### src/rtl/cbf_pkg.sv
package cbf_pkg;
  typedef enum logic [1:0] {
    OP_QUERY  = 2'b00,
    OP_INSERT = 2'b01,
    OP_DELETE = 2'b10,
    OP_NOP    = 2'b11
  } cbf_op_e;
endpackage

### src/rtl/cbf_bucket_mask.sv
module cbf_bucket_mask #(
  parameter int NUM_BKT  = 64,
  parameter int NUM_HASH = 4,
  parameter int IDX_W    = $clog2(NUM_BKT)
) (
  input  logic [NUM_HASH*IDX_W-1:0] idx_flat,
  output logic [NUM_BKT-1:0]        mask
);
  // one bit per bucket: set when any candidate names it, so duplicates merge
  always_comb begin
    mask = '0;
    for (int b = 0; b < NUM_BKT; b++) begin
      for (int j = 0; j < NUM_HASH; j++) begin
        if (idx_flat[j*IDX_W +: IDX_W] == IDX_W'(b)) mask[b] = 1'b1;
      end
    end
  end
endmodule

### src/rtl/cbf_counter_bank.sv
module cbf_counter_bank #(
  parameter int NUM_BKT = 64,
  parameter int CNT_W   = 4
) (
  input  logic                            clk,
  input  logic                            rst_n,
  input  logic                            inc_en,
  input  logic                            dec_en,
  input  logic [NUM_BKT-1:0]              mask,
  output logic [NUM_BKT-1:0][CNT_W-1:0]   cnt_q
);
  localparam logic [CNT_W-1:0] CNT_MAX = {CNT_W{1'b1}};

  // saturating step: sticky at the top, floored at zero
  function automatic logic [CNT_W-1:0] step_cnt(
    input logic [CNT_W-1:0] cur,
    input logic             up,
    input logic             down
  );
    logic [CNT_W-1:0] nxt;
    nxt = cur;
    if (up && cur != CNT_MAX) nxt = cur + 1'b1;
    else if (down && cur != CNT_MAX && cur != '0) nxt = cur - 1'b1;
    return nxt;
  endfunction

  for (genvar b = 0; b < NUM_BKT; b++) begin : g_bkt
    always_ff @(posedge clk) begin
      if (!rst_n) cnt_q[b] <= '0;
      else        cnt_q[b] <= step_cnt(cnt_q[b], inc_en && mask[b], dec_en && mask[b]);
    end
  end
endmodule

### src/rtl/cbf_min_pick.sv
module cbf_min_pick #(
  parameter int NUM_HASH = 4,
  parameter int IDX_W    = 6,
  parameter int CNT_W    = 4
) (
  input  logic [NUM_HASH*IDX_W-1:0]       idx_flat,
  input  logic [NUM_HASH-1:0][CNT_W-1:0]  cand_cnt,
  output logic                            pick_hit,
  output logic [IDX_W-1:0]                pick_bucket,
  output logic [CNT_W-1:0]                pick_count
);
  // lower count first, then lower bucket index
  function automatic logic beats(
    input logic [CNT_W-1:0] ca, input logic [IDX_W-1:0] ia,
    input logic [CNT_W-1:0] cb, input logic [IDX_W-1:0] ib
  );
    return (ca < cb) || ((ca == cb) && (ia < ib));
  endfunction

  logic [CNT_W-1:0] best_c;
  logic [IDX_W-1:0] best_i;
  logic             any_zero;

  always_comb begin
    best_c   = cand_cnt[0];
    best_i   = idx_flat[0 +: IDX_W];
    any_zero = (cand_cnt[0] == '0);
    for (int j = 1; j < NUM_HASH; j++) begin
      if (cand_cnt[j] == '0) any_zero = 1'b1;
      if (beats(cand_cnt[j], idx_flat[j*IDX_W +: IDX_W], best_c, best_i)) begin
        best_c = cand_cnt[j];
        best_i = idx_flat[j*IDX_W +: IDX_W];
      end
    end
    pick_hit    = !any_zero;
    pick_bucket = any_zero ? '0 : best_i;
    pick_count  = any_zero ? '0 : best_c;
  end
endmodule

### src/rtl/cbf_min_select.sv
module cbf_min_select
  import cbf_pkg::*;
#(
  parameter int NUM_BKT  = 64,
  parameter int NUM_HASH = 4,
  parameter int CNT_W    = 4,
  localparam int IDX_W   = $clog2(NUM_BKT)
) (
  input  logic                      clk,
  input  logic                      rst_n,
  input  logic                      op_valid,
  input  logic [1:0]                op_code,
  input  logic [NUM_HASH*IDX_W-1:0] op_idx,
  output logic                      res_valid,
  output logic                      res_hit,
  output logic [IDX_W-1:0]          res_bucket,
  output logic [CNT_W-1:0]          res_count
);
  cbf_op_e op;
  assign op = cbf_op_e'(op_code);

  // named events, also watched by the bound checker
  logic query_fire, upd_inc, upd_dec;
  assign query_fire = op_valid && (op == OP_QUERY);
  assign upd_inc    = op_valid && (op == OP_INSERT);
  assign upd_dec    = op_valid && (op == OP_DELETE);

  logic [NUM_BKT-1:0] hit_mask;
  cbf_bucket_mask #(.NUM_BKT(NUM_BKT), .NUM_HASH(NUM_HASH), .IDX_W(IDX_W)) u_mask (
    .idx_flat (op_idx),
    .mask     (hit_mask)
  );

  logic [NUM_BKT-1:0][CNT_W-1:0] cnt_q;
  cbf_counter_bank #(.NUM_BKT(NUM_BKT), .CNT_W(CNT_W)) u_bank (
    .clk    (clk),
    .rst_n  (rst_n),
    .inc_en (upd_inc),
    .dec_en (upd_dec),
    .mask   (hit_mask),
    .cnt_q  (cnt_q)
  );

  // k parallel read ports into the register array
  logic [NUM_HASH-1:0][CNT_W-1:0] cand_cnt;
  for (genvar j = 0; j < NUM_HASH; j++) begin : g_rd
    assign cand_cnt[j] = cnt_q[op_idx[j*IDX_W +: IDX_W]];
  end

  logic             pick_hit;
  logic [IDX_W-1:0] pick_bucket;
  logic [CNT_W-1:0] pick_count;
  cbf_min_pick #(.NUM_HASH(NUM_HASH), .IDX_W(IDX_W), .CNT_W(CNT_W)) u_pick (
    .idx_flat    (op_idx),
    .cand_cnt    (cand_cnt),
    .pick_hit    (pick_hit),
    .pick_bucket (pick_bucket),
    .pick_count  (pick_count)
  );

  always_ff @(posedge clk) begin
    if (!rst_n) begin
      res_valid  <= 1'b0;
      res_hit    <= 1'b0;
      res_bucket <= '0;
      res_count  <= '0;
    end else begin
      res_valid <= query_fire;
      if (query_fire) begin
        res_hit    <= pick_hit;
        res_bucket <= pick_bucket;
        res_count  <= pick_count;
      end
    end
  end
endmodule

### config.mk
export PLATFORM = sky130hd
export DESIGN_NAME = cbf_min_select
export DESIGN_NICKNAME = d
export VERILOG_FILES = /design/src/rtl/cbf_pkg.sv /design/src/rtl/cbf_bucket_mask.sv /design/src/rtl/cbf_counter_bank.sv /design/src/rtl/cbf_min_pick.sv /design/src/rtl/cbf_min_select.sv
export SDC_FILE = /design/constraint.sdc
export NUM_CORES = 1
export LEC_CHECK = 0
export BUFFER_PORTS_ARGS = -buffer_cell sky130_fd_sc_hd__buf_2
export CAP_MARGIN = 20
export CORE_MARGIN = 1
export CORE_UTILIZATION = 60
export DETAILED_ROUTE_END_ITERATION = 12
export PLACE_DENSITY_LB_ADDON = 0.2
export SYNTH_ARGS = -nofsm -noshare
export SYNTH_HDL_FRONTEND = slang
export SYNTH_HIERARCHICAL = 1
export SYNTH_SLANG_ARGS = --single-unit
### constraint.sdc
create_clock -name clk -period 7 [get_ports clk]
set_input_delay 0.35 -clock clk [delete_from_list [all_inputs] [get_ports clk]]
set_output_delay 0.35 -clock clk [all_outputs]
set_load 0.02 [all_outputs]
Word level (Yosys, flattened, before mapping). Cells that the tools add are included.

Register bits after elaboration: 268. Input port bits: 29. Output and inout bits: 12.

Add/sub/neg operators: 128. $lt $le $gt $ge: 10. Equality and inequality tests: 321. Mux-type cells: 403. Reductions and logical operators: 467.

Operator list (count): $eq 6x6->1 const B (128); $mux 4 (136); $eq 6x5->1 const B (64); $logic_and 1x1->1 (326); $mux 1 (259); $add 4x1->4 const B (64); $ne 4x4->1 const B (64); $reduce_bool 4->1 (64); $sub 4x1->4 const B (64); $eq 6x4->1 const B (32); $reduce_bool 2->1 (64); $bmux 4 s6 (4); $eq 6x3->1 const B (16); $eq 6x2->1 const B (8); $lt 6x7->1 const B (4); $eq 6x1->1 const B (4); $logic_not 6->1 (4); $mux 6 (4); $lt 6x6->1 (3); $logic_not 4->1 (4); $eq 4x4->1 (3); $lt 4x4->1 (3); $logic_or 1x1->1 (3); $eq 2x1->1 const B (1); other kinds (3) (3).

Longest topological paths before layout.
Word-level depth: 15. Mapped depth: 34.

By module. The synthesis kept the hierarchy.

By module, submodules not included: cbf_counter_bank (instances 1, cells each 1941, area an instance 19598.8 µm²); cbf_min_select (instances 1, cells each 710, area an instance 8852.2 µm²); cbf_bucket_mask (instances 1, cells each 259, area an instance 2013.2 µm²); cbf_min_pick (instances 1, cells each 158, area an instance 1133.6 µm²).

Worst setup path after synthesis. Ideal clock, no wire load.

Kind: input-to-reg. Start: input port op_idx[6]. End: register res_count[0]. Library setup time: 0.116 ns. Data arrival time: 6.400 ns. Data required time: 6.884 ns. Path slack: 0.484 ns. Cell stages on the path: 31. Cells stage by stage: buf_2 > buf_6 > buf_4 > mux4_2 > o32ai_1 > nor3_1 > o211ai_1 > nand2_1 > ha_1 > nand4_1 > a211oi_2 > o221ai_1 > nand2_1 > mux2_2 > ha_1 > and4_1 > o211a_1 > a2bb2oi_1 > a21oi_2 > mux2_2 > ha_1 > and4b_1 > o211ai_1 > a21oi_1 > inv_1 > a2111o_1 > and2_4 > buf_6 > a31o_1 > mux2i_1 > nor2b_1.

RTL lines: start, declared (line cbf_min_select.sv:13) `input logic [NUM_HASH*IDX_W-1:0] op_idx,`; end signal, assigned (line cbf_min_select.sv:72) `res_count <= pick_count;`; end, declared (line cbf_min_select.sv:17) `output logic [CNT_W-1:0] res_count`.

==> impl_metrics.json <==
{
  "place_hpwl_um": 85200,
  "port_buffers": 40,
  "skew_ns": 0.0193,
  "pin_count": 41,
  "grt_pass1_vias": 28408,
  "crit_path_start": "u_bank/cnt_q[55]$_SDFFE_PN0P_",
  "routabilityCongestion": 1.07,
  "leakagePower_nw": 12.7,
  "synth.distinct_cells": 82,
  "clk_latency_ns": 0.62,
  "drc": 0,
  "antenna_found_initial": 11,
  "drt_wl_total_um": 117000,
  "ys_async_sr_fraction": 0,
  "power.share.clock": 0.391,
  "multi_input_area_mm2": 0.0251,
  "p_per_area_mw_per_mm2": 126,
  "combPwrFrac": 0.244,
  "p_seq_frac": 0.365,
  "fmaxAchievable_ghz": 0.151,
  "grt_pass1_wl_um": 176000,
  "synth_top_area_cell": "mux4_2",
  "grt.total_usage": 0.430,
  "cts_tree": "built",
  "drive_gt1_frac": 0.237,
  "drt-initial-drc-count": 3635,
  "synthesis.area_mm2": 0.0316,
  "finalCriticalPeriod_ns": 6.64,
  "final_hold_viol_count": 0,
  "internal_power_mw": 2.94,
  "hold_buffers": 0,
  "clk_pin_slew_ns": 0.06,
  "endpoint": "res_count[0]$_SDFFE_PN0P_",
  "die_x_um": 231,
  "worstSetupPathType": "reg -> reg",
  "rr_startpoint": "u_bank/cnt_q[55]$_SDFFE_PN0P_",
  "area_growth_pct": 8.51,
  "seq_area_mm2": 0.00537,
  "r2r_slack_ns": 0.36,
  "slowest_delay_ns": 0.49,
  "cp_data_required_time_ns": 7.51,
  "slowest_stage": "mux4_2",
  "grt_start_max_net_pins": 181,
  "htreeDepth": 1,
  "synth_edf_count": 0,
  "design_area_mm2": 0.0343,
  "ys_ff_latch": 268,
  "yosysTopAreaCellShare": 0.176,
  "maxSlewHeadroom": 0.164,
  "path_max_fanout": 12,
  "cts_buffers": 31,
  "wl_per_cell_um": 30.5,
  "hp-class": "in -> reg",
  "die_area_mm2": 0.0536,
  "placed_area_mm2": 0.0332,
  "drtAntennaViolNets": 0,
  "via_count": 29438,
  "yosysSeqAreaShare": 0.170,
  "die_height_um": 231,
  "rsz0062_at_grt": "false",
  "endpoint_kind": "register",
  "tightest_slew_ns": 1.25,
  "fillers": 4069,
  "arrival_ns": 7.14,
  "overflow": 0,
  "synth_warnings": 6,
  "irDropWorstVdd_mv": 0.226,
  "r2r-end": "res_count[0]$_SDFFE_PN0P_",
  "yosys-top-cells-area": "mux4_2 18%, dfxtp_1 17%, ha_1 6.1%",
  "startpoint_type": "register",
  "status": "complete, no violations",
  "fin_crit_sh": 0.948,
  "syn_inst": 3068,
  "power.switching_mw": 1.37,
  "num_rows": 83,
  "clock_path_buffers": 3,
  "firstDrtPassIters": 8,
  "syn_avg_cell_area_um2": 10.3,
  "switching_share": 0.318,
  "fp.coreArea_mm2": 0.0517,
  "reg2reg_depth": 28,
  "setup_viol_count_final": 0,
  "drv_cap": 0,
  "synth_fp_nets": 3316,
  "via_per_inst": 7.68,
  "maxSlewViolCount": 0,
  "start_util": 0.611,
  "synth-main-ff-cell": "dfxtp_1",
  "nets": 3373,
  "root_buffer": "clkbuf_16",
  "tns_ns": 0,
  "cts_sinks": 268
}
## area by class of cell
| cell class | count | area share |
|---|---|---|
| sequential | 268 | 0.157 |
| antenna | 4 | 0.000292 |
| clock buffer | 46 | 0.0269 |
| clock inverter | 10 | 0.00310 |
| inverter | 29 | 0.00317 |
| tap | 680 | 0.0248 |
| timing repair buffer | 237 | 0.0539 |
| multi-input combinational | 2558 | 0.731 |
## synthesized netlist by cell type (all sizes together), types with 17 or more instances
cell type / instances
mux2i: 192
xnor2: 64
o221ai: 80
mux2: 97
nand2b: 91
dfxtp: 268
nand4: 71
mux4: 250
o21ai: 31
nand3: 94
or4: 66
a22oi: 117
nor2: 29
nand3b: 66
a21o: 66
and2: 73
nor2b: 157
nor3: 17
fa: 64
ha: 155
and4bb: 23
a2bb2oi: 65
o211ai: 77
clkbuf: 78
a21boi: 64
o22ai: 42
inv: 29
nor4bb: 53
a21oi: 101
buf: 135
o41a: 64
nand2: 127
xor2: 64
## cell families (layout without fill, tap and decap cells)
kind of cell    Yosys count  after routing  share of synthesized area
simple gates            905            905                      0.184
compound gates          767            767                      0.197
mux                     539            539                      0.274
flops                   268            268                      0.170
buf+inv                 242            322                     0.0383
fa+ha+maj               219            219                      0.102
xor+xnor                128            128                     0.0355
other cells               0              4                          0
## sequential cells by signal, indices dropped and copies added, names as in the netlist
name          cells
res_bucket        6
res_count         4
res_hit           1
res_valid         1
u_bank/cnt_q    256
## power by group through the flow
stage / Clock, mW / Sequential [mW] / Combinational, mW
detailed placement: 0 / 1.61 / 1.00
global route: 1.76 / 1.57 / 1.10
CTS: 1.70 / 1.57 / 1.01
finish: 1.68 / 1.57 / 1.05
global placement: 0 / 1.60 / 0.989
floorplan: 0 / 1.60 / 0.677
## placed cells by master, fill, tap and decap left out, drive strengths merged, types with 31 or more instances in the layout
master,n
a21boi,64
a21o,66
a21oi,101
a22oi,117
a2bb2oi,65
and2,73
buf,237
clkbuf,46
dfxtp,268
fa,64
ha,155
mux2,97
mux2i,192
mux4,250
nand2,127
nand2b,91
nand3,94
nand3b,66
nand4,71
nor2b,157
nor4bb,53
o211ai,77
o21ai,31
o221ai,80
o22ai,42
o41a,64
or4,66
xnor2,64
xor2,64
## through the flow
step | worst slack (ns) | power (mW) | instances | hold slack [ns] | utilization
after floorplan | 0.484 | 2.28 | 3068 | 0.478 | -
after global routing | 0.0115 | 4.43 | 3831 | 0.179 | 0.663
after CTS | 0.325 | 4.28 | 3826 | 0.162 | 0.662
final | 0.361 | 4.31 | 3832 | 0.160 | 0.663
after global placement | -0.00593 | 2.59 | 3769 | 0.492 | 0.642
after detailed placement | -0.0171 | 2.61 | 3770 | 0.505 | 0.642
## critical path, delay by kind of cell (launching register included)
family | cells | cell delay (ns)
AND/OR/NAND/NOR | 8 | 1.46
adder cells (fa/ha/maj) | 3 | 0.90
multiplexers | 5 | 1.59
flip-flops | 1 | 0.46
AO/OA/AOI/OAI | 10 | 1.88
buffers and inverters | 2 | 0.22
## worst min-delay path by stage
stage	slack, ns	cells after the start	to	from
2_1_floorplan	0.48	1	res_bucket[5]$_SDFFE_PN0P_	rst_n
3_3_place_gp	0.49	2	res_hit$_SDFFE_PN0P_	res_hit$_SDFFE_PN0P_
3_5_place_dp	0.50	2	res_count[1]$_SDFFE_PN0P_	res_count[1]$_SDFFE_PN0P_
4_1_cts	0.16	2	u_bank/cnt_q[219]$_SDFFE_PN0P_	rst_n
5_1_grt	0.18	2	u_bank/cnt_q[219]$_SDFFE_PN0P_	rst_n
6_report	0.16	2	u_bank/cnt_q[217]$_SDFFE_PN0P_	rst_n
## what timing repair did
| action | 4_1_cts | 5_1_grt |
|---|---|---|
| resized for setup | 0 | 11 |
| buffers inserted | 0 | 0 |
| endpoints found under the setup margin | 0 | 9 |
## per-layer routing
layer / track usage / vias up / share of wire
met2: 0.654 / 1871 / 0.44
met4: 0.271 / 14 / 0.073
met1: 0.543 / 14529 / 0.37
met5: 0 / - / 0.0010
li1: - / 12548 / -
met3: 0.113 / 476 / 0.11
(Power assumes the default switching activity.)
